<file path="config.mk">
export PLATFORM = sky130hd
export DESIGN_NAME = sram_lane_ctrl
export DESIGN_NICKNAME = d
export VERILOG_FILES = /design/src/rtl/sram_lane_pkg.sv /design/src/rtl/sram_seq_fsm.sv /design/src/rtl/sram_strobe_gen.sv /design/src/rtl/sram_read_capture.sv /design/src/rtl/sram_lane_ctrl.sv
export SDC_FILE = /design/constraint.sdc
export NUM_CORES = 1
export LEC_CHECK = 0
export BUFFER_PORTS_ARGS = -buffer_cell sky130_fd_sc_hd__clkbuf_2
export CAP_MARGIN = 40
export CORE_MARGIN = 10
export CORE_UTILIZATION = 47
export DETAILED_ROUTE_END_ITERATION = 16
export GPL_TIMING_DRIVEN = 0
export PLACE_DENSITY = 0.82
export SLEW_MARGIN = 5
export SYNTH_ARGS = -nofsm -noshare
export SYNTH_HDL_FRONTEND = slang
export SYNTH_SLANG_ARGS = --single-unit
</file>
<file path="constraint.sdc">
create_clock -name clk -period 1.7 [get_ports clk]
set_input_delay 0.085 -clock clk [delete_from_list [all_inputs] [get_ports clk]]
set_output_delay 0.085 -clock clk [all_outputs]
set_load 0.03 [all_outputs]
</file>
<file path="src/rtl/sram_lane_pkg.sv">
package sram_lane_pkg;

  typedef enum logic [2:0] {
    ST_IDLE   = 3'd0,
    ST_WSETUP = 3'd1,
    ST_WPULSE = 3'd2,
    ST_WHOLD  = 3'd3,
    ST_RWAIT  = 3'd4,
    ST_GAP    = 3'd5
  } seq_state_e;

  // smallest cycle count covering a time in picoseconds
  function automatic int cycles_for(input int time_ps, input int period_ps);
    return (time_ps + period_ps - 1) / period_ps;
  endfunction

  function automatic int max2(input int a, input int b);
    return (a > b) ? a : b;
  endfunction

  function automatic logic strobes_active(input seq_state_e s);
    return (s == ST_WSETUP) || (s == ST_WPULSE) || (s == ST_WHOLD) || (s == ST_RWAIT);
  endfunction

endpackage

</file>
<file path="src/rtl/sram_seq_fsm.sv">
module sram_seq_fsm
  import sram_lane_pkg::*;
#(
  parameter int SETUP_CYC = 1,
  parameter int PULSE_CYC = 4,
  parameter int HOLD_CYC  = 1,
  parameter int RDLAT_CYC = 3,
  parameter int CNT_W     = 3
) (
  input  logic             clk,
  input  logic             rst_n,
  input  logic             req_valid,
  input  logic             req_write,
  output seq_state_e       state_d,
  output logic [CNT_W-1:0] cnt_d,
  output logic             accept,
  output logic             wr_done,
  output logic             rd_done
);

  seq_state_e       state_q;
  logic [CNT_W-1:0] cnt_q;
  logic             cnt_zero;

  assign cnt_zero = (cnt_q == '0);
  assign accept   = (state_q == ST_IDLE) && req_valid;
  assign wr_done  = (state_q == ST_WHOLD) && cnt_zero;
  assign rd_done  = (state_q == ST_RWAIT) && cnt_zero;

  always_comb begin
    state_d = state_q;
    cnt_d   = cnt_zero ? cnt_q : cnt_q - 1'b1;
    unique case (state_q)
      ST_IDLE: if (req_valid) begin
        state_d = req_write ? ST_WSETUP : ST_RWAIT;
        cnt_d   = req_write ? CNT_W'(SETUP_CYC - 1) : CNT_W'(RDLAT_CYC - 1);
      end
      ST_WSETUP: if (cnt_zero) begin
        state_d = ST_WPULSE;
        cnt_d   = CNT_W'(PULSE_CYC - 1);
      end
      ST_WPULSE: if (cnt_zero) begin
        state_d = ST_WHOLD;
        cnt_d   = CNT_W'(HOLD_CYC - 1);
      end
      ST_WHOLD: if (cnt_zero) state_d = ST_GAP;
      ST_RWAIT: if (cnt_zero) state_d = ST_GAP;
      ST_GAP: begin
        state_d = ST_IDLE;
        cnt_d   = '0;
      end
      default: begin
        state_d = ST_IDLE;
        cnt_d   = '0;
      end
    endcase
  end

  always_ff @(posedge clk or negedge rst_n) begin
    if (!rst_n) begin
      state_q <= ST_IDLE;
      cnt_q   <= '0;
    end else begin
      state_q <= state_d;
      cnt_q   <= cnt_d;
    end
  end

endmodule

</file>
<file path="src/rtl/sram_strobe_gen.sv">
module sram_strobe_gen
  import sram_lane_pkg::*;
#(
  parameter int LANES     = 4,
  parameter int PULSE_CYC = 4,
  parameter int OFF_CYC   = 2,
  parameter int CNT_W     = 3
) (
  input  logic             clk,
  input  logic             rst_n,
  input  seq_state_e       state_d,
  input  logic [CNT_W-1:0] cnt_d,
  input  logic [LANES-1:0] mask_d,
  output logic [LANES-1:0] cs_n_q,
  output logic             we_n_q,
  output logic             oe_n_q,
  output logic             dq_oe_q
);

  // counter counts down through the pulse; drive once OFF_CYC cycles have gone
  function automatic logic drive_window(input logic [CNT_W-1:0] cnt);
    return int'(cnt) <= (PULSE_CYC - 1 - OFF_CYC);
  endfunction

  function automatic logic [LANES-1:0] lane_strobes(input logic active,
                                                    input logic [LANES-1:0] mask);
    return active ? ~mask : {LANES{1'b1}};
  endfunction

  logic [LANES-1:0] cs_n_d;
  logic             we_n_d, oe_n_d, dq_oe_d;

  always_comb begin
    cs_n_d  = lane_strobes(strobes_active(state_d), mask_d);
    we_n_d  = (state_d != ST_WPULSE);
    oe_n_d  = (state_d != ST_RWAIT);
    dq_oe_d = ((state_d == ST_WPULSE) && drive_window(cnt_d)) || (state_d == ST_WHOLD);
  end

  // strobes leave registers so the memory never sees decode glitches
  always_ff @(posedge clk or negedge rst_n) begin
    if (!rst_n) begin
      cs_n_q  <= '1;
      we_n_q  <= 1'b1;
      oe_n_q  <= 1'b1;
      dq_oe_q <= 1'b0;
    end else begin
      cs_n_q  <= cs_n_d;
      we_n_q  <= we_n_d;
      oe_n_q  <= oe_n_d;
      dq_oe_q <= dq_oe_d;
    end
  end

endmodule

</file>
<file path="src/rtl/sram_read_capture.sv">
module sram_read_capture #(
  parameter int LANES  = 4,
  parameter int LANE_W = 8,
  localparam int DW    = LANES * LANE_W
) (
  input  logic             clk,
  input  logic             rst_n,
  input  logic             rd_done,
  input  logic             wr_done,
  input  logic [LANES-1:0] lane_mask,
  input  logic [DW-1:0]    dq_in,
  output logic [DW-1:0]    rdata_q,
  output logic             ready_q
);

  logic [DW-1:0] merged;

  for (genvar l = 0; l < LANES; l++) begin : g_lane
    assign merged[l*LANE_W +: LANE_W] = lane_mask[l] ? dq_in[l*LANE_W +: LANE_W] : '0;
  end

  always_ff @(posedge clk or negedge rst_n) begin
    if (!rst_n) begin
      rdata_q <= '0;
      ready_q <= 1'b0;
    end else begin
      ready_q <= rd_done | wr_done;
      if (rd_done) rdata_q <= merged;
    end
  end

endmodule

</file>
<file path="src/rtl/sram_lane_ctrl.sv">
module sram_lane_ctrl
  import sram_lane_pkg::*;
#(
  parameter int CLK_PS     = 5000,
  parameter int ADDR_W     = 19,
  parameter int LANES      = 4,
  parameter int LANE_W     = 8,
  parameter int SETUP_CYC  = cycles_for(1000, CLK_PS),
  parameter int OFF_CYC    = cycles_for(7000, CLK_PS),
  parameter int DSETUP_CYC = cycles_for(7000, CLK_PS),
  parameter int PULSE_CYC  = max2(cycles_for(10000, CLK_PS), OFF_CYC + DSETUP_CYC),
  parameter int HOLD_CYC   = cycles_for(1000, CLK_PS),
  parameter int RDLAT_CYC  = cycles_for(12000, CLK_PS),
  localparam int DW        = LANES * LANE_W,
  localparam int MAX_CYC   = max2(max2(SETUP_CYC, PULSE_CYC), max2(HOLD_CYC, RDLAT_CYC)),
  localparam int CNT_W     = $clog2(MAX_CYC + 1)
) (
  input  logic              clk,
  input  logic              rst_n,
  input  logic              req_valid,
  input  logic              req_write,
  input  logic [ADDR_W-1:0] req_addr,
  input  logic [DW-1:0]     req_wdata,
  input  logic [LANES-1:0]  req_mask,
  output logic              req_ready,
  output logic [DW-1:0]     rsp_rdata,
  output logic [ADDR_W-1:0] mem_addr,
  output logic [LANES-1:0]  mem_cs_n,
  output logic              mem_we_n,
  output logic              mem_oe_n,
  output logic [DW-1:0]     mem_dq_out,
  output logic              mem_dq_oe,
  input  logic [DW-1:0]     mem_dq_in
);

  seq_state_e       state_d;
  logic [CNT_W-1:0] cnt_d;
  logic             accept, wr_done, rd_done;
  logic [ADDR_W-1:0] addr_q;
  logic [DW-1:0]     wdata_q;
  logic [LANES-1:0]  mask_q, mask_d;

  assign mask_d = accept ? req_mask : mask_q;

  always_ff @(posedge clk or negedge rst_n) begin
    if (!rst_n) begin
      addr_q  <= '0;
      wdata_q <= '0;
      mask_q  <= '0;
    end else if (accept) begin
      addr_q  <= req_addr;
      wdata_q <= req_wdata;
      mask_q  <= req_mask;
    end
  end

  assign mem_addr   = addr_q;
  assign mem_dq_out = wdata_q;

  sram_seq_fsm #(
    .SETUP_CYC(SETUP_CYC), .PULSE_CYC(PULSE_CYC), .HOLD_CYC(HOLD_CYC),
    .RDLAT_CYC(RDLAT_CYC), .CNT_W(CNT_W)
  ) u_fsm (
    .clk(clk), .rst_n(rst_n), .req_valid(req_valid), .req_write(req_write),
    .state_d(state_d), .cnt_d(cnt_d), .accept(accept),
    .wr_done(wr_done), .rd_done(rd_done)
  );

  sram_strobe_gen #(
    .LANES(LANES), .PULSE_CYC(PULSE_CYC), .OFF_CYC(OFF_CYC), .CNT_W(CNT_W)
  ) u_strobe (
    .clk(clk), .rst_n(rst_n), .state_d(state_d), .cnt_d(cnt_d), .mask_d(mask_d),
    .cs_n_q(mem_cs_n), .we_n_q(mem_we_n), .oe_n_q(mem_oe_n), .dq_oe_q(mem_dq_oe)
  );

  sram_read_capture #(.LANES(LANES), .LANE_W(LANE_W)) u_capture (
    .clk(clk), .rst_n(rst_n), .rd_done(rd_done), .wr_done(wr_done),
    .lane_mask(mask_q), .dq_in(mem_dq_in), .rdata_q(rsp_rdata), .ready_q(req_ready)
  );

endmodule

</file>
==> impl_metrics.ini <==
[global_routing]
grt_usage_pct = 19.65
antenna_found_initial = 3
grt_max_degree = 55
gr-total-overflow = 0
grt_pass1_wl_um = 20210
grt_pass1_vias = 3845

[critical_path]
path_class = flop to flop
path_buf_inv = 2
critPathMaxStageDelay_ns = 0.41
cp.arrival_ns = 1.92
worstSetupStartpointType = flop
critPathSlowestCell = dfrtp_1
required_ns = 1.92
cp_cell_sequence = inv_2 > ha_4 > nor2b_4 > nand3_2 > buf_2 > nand2_1 > o21ai_0
cp-end-kind = flop
cp_max_fo = 10
cp_top_family = simple AND/OR/NAND/NOR gates

[synthesis]
synth-seq-cells = 101
ys_warn_count = 0
yosysUniqueCellTypes = 39
ys.flop_type = dfrtp_1
synth_top_area_share_pct = 58.62
synth-edff-count = 0
synth_area_leaders = dfrtp_1, mux2_2, nand2_1
yosysSeqAreaShare_pct = 62.51
syn-instance-count = 328
syn_avg_cell_area_sq_um = 12.36
netlist_area_sq_um = 4055
synth_async_sr_flop_share_pct = 100.0
yosys.area.top_type = dfrtp_1
syn_nets = 423

[timing]
layout_min_cycle_time_ns = 1.699
drv_slew = 0
worst_pin_slew_ns = 0.6835
finalSetupTns_ns = 0
finalSetupViolCount = 0
rsz0062_at_grt = true
max-slew-margin-rel_pct = 54.44
min_period_over_period_pct = 99.92
fmax_mhz = 588.7
hold_viol_final = 0
clock_skew_ns = 0.01267

[clock_network]
h-tree-depth = 3
cts_tree = built
root_buffer = clkbuf_8
clk_pin_slew_worst_paths_ns = 0.09
numCtsBuffers = 9
insertion_delay_ns = 0.35
cts_max_path_buffers = 2
clkSinkCount = 101

[hold_path]
min_path_type = input port to flop

[floorplan]
initial_core_util_pct = 48.86
pin_count = 182
die-height_um = 112.9
rows = 33
fp.dieW_um = 112.9
core_sq_um = 8299
die_area_sq_um = 12740

[routing]
vias = 3589
drt_first_pass_iters = 4
initialDrtViolationCount = 166
dr.max_layer_used = met4
viasPerCell = 4.896
wl_met2_um = 7246
drcViolationCount = 0
wire_per_inst_um = 18.22
dr_wl_met3_um = 852
final_antenna_net_count = 0
totalWireLength_um = 13360
met1_length_um = 4954

[pwr]
seqPwrFrac_pct = 33.8
switchingPower_mw = 5.466
powerDensity_nw_per_um2 = 1910
total_power_mw = 12.21
p_comb_share_pct = 53.1
p_int_mw = 6.748
switching_share_pct = 44.75
vdd_ir_drop_max_mv = 0.9889
p_leak_nw = 3.158
clockPowerShare_pct = 13.1

[finish]
final_common_cell = clkbuf_2
final_cell_mix = clkbuf_2, dfrtp_1, dlygate4sd3_1, nand2_1, mux2_2
drive_gt1_share_pct = 46.40
nNetsFinal = 716
area_delta_synth_final_pct = 57.73

[placement]
dpl.hpwl_um = 8612
place.gp.congestion = 0.8438
io_buffers = 181

[job]
cap_violations = 0

[status]
status = finished, final reports clean
[sequential cells by signal, summed over array words and instances (netlist names)]
| name | cells |
|---|---|
| mem_addr | 19 |
| u_capture.ready_q | 1 |
| mem_dq_out | 32 |
| u_strobe.oe_n_q | 1 |
| u_capture.rdata_q | 32 |
| mask_q | 4 |
| u_fsm.cnt_q | 3 |
| u_strobe.cs_n_q | 4 |
| u_strobe.we_n_q | 1 |
| u_fsm.state_q | 3 |
| u_strobe.dq_oe_q | 1 |
[logic make-up (layout without fill, tap and decap cells)]
group / count (synthesis) / in the layout / synth area share [%]
buffers and inverters: 26 / 323 / 3.579
and+or+nand+nor: 89 / 89 / 9.688
DFF: 101 / 101 / 62.51
adders and majority gates: 4 / 4 / 1.234
AOI/OAI and AO/OA: 51 / 51 / 7.251
other: 0 / 3 / 0
xor gates and xnor gates: 1 / 1 / 0.2160
muxes: 56 / 56 / 15.52
[cell usage after synthesis, types with 2 or more instances]
cell type / n
clkbuf_1: 10
buf_6: 6
a21oi_1: 4
nand3b_1: 2
o21ai_0: 36
mux2_2: 50
mux2_1: 5
nand2_1: 71
inv_1: 6
dfstp_2: 6
ha_1: 4
dfrtp_1: 95
a31oi_1: 2
nand2b_1: 5
buf_2: 2
[power by group through the flow]
stage          clock network [mW]  registers [mW]  logic (mW)
2_1_floorplan                   0            6.04        2.11
3_3_place_gp                    0            4.03        5.76
3_5_place_dp                    0            4.12        5.91
4_1_cts                      1.65            4.07        6.15
5_1_grt                      1.75            4.26        6.88
6_report                     1.60            4.13        6.48
[per-layer routing]
layer	global-route usage, %	up-vias
met3	5.600	22
met2	36.33	127
met1	20.89	1743
met4	6.430	0
met5	0	-
li1	-	1697
[tightest hold or removal path: cells and delay by family]
kind / cells / cell delay (ns)
buffers and inverters: 1 / 0.13
AO/OA/AOI/OAI: 2 / 0.18
[worst paths after layout]
path / startpoint / endpoint / slack, ns / depth (start not counted)
worst max-delay path: u_fsm.cnt_q[0] / u_capture.rdata_q[26] / 0.001 / 7
worst min register to register: u_capture.rdata_q[27] / u_capture.rdata_q[27] / 0.49 / 2
min in group asynchronous: rst_n / mem_addr[10] / 0.33 / 2
worst max register to register: u_fsm.cnt_q[0] / u_capture.rdata_q[26] / 0.001 / 7
max in group asynchronous: rst_n / u_strobe.cs_n_q[2] / 0.62 / 3
worst min-delay path: req_valid / u_fsm.state_q[2] / 0.10 / 3
[area by class of cell]
| cell class | count | area, sq um |
|---|---|---|
| Antenna cell | 3 | 7.507 |
| Tap cell | 105 | 131.4 |
| Fill cell | 502 | 1903 |
| Clock inverter | 4 | 75.07 |
| Buffer | 19 | 160.2 |
| Sequential cell | 101 | 2535 |
| Multi-Input combinational cell | 201 | 1403 |
| Inverter | 7 | 28.78 |
| Timing Repair Buffer | 282 | 1924 |
| Clock buffer | 11 | 131.4 |
[metrics by stage]
stage | hold slack, ns | setup WS (ns) | cell area [sq um] | cells | utilization [%]
after floorplan | -0.2106 | 0.1382 | 4055 | 328 | -
after global placement | 0.3080 | -0.6570 | 5092 | 614 | 61.36
after detailed placement | 0.1950 | -0.2778 | 5122 | 615 | 61.72
after CTS | 0.003323 | -0.0002822 | 6240 | 718 | 75.18
after global routing | 0.1040 | -0.07383 | 6396 | 733 | 77.07
final | 0.1034 | 0.001312 | 6396 | 733 | 77.07
[timing repair]
| action | 4_1_cts | 5_1_grt |
|---|---|---|
| setup endpoints to repair | 88 | 88 |
| gates cloned | 0 | 1 |
| endpoints found under the hold margin | 131 | 1 |
| pin swaps | 2 | 6 |
| resized for setup | 14 | 15 |
| hold buffers | 87 | 1 |
| setup buffers | 1 | 10 |
Note: power is estimated with default switching activity, not from simulation.
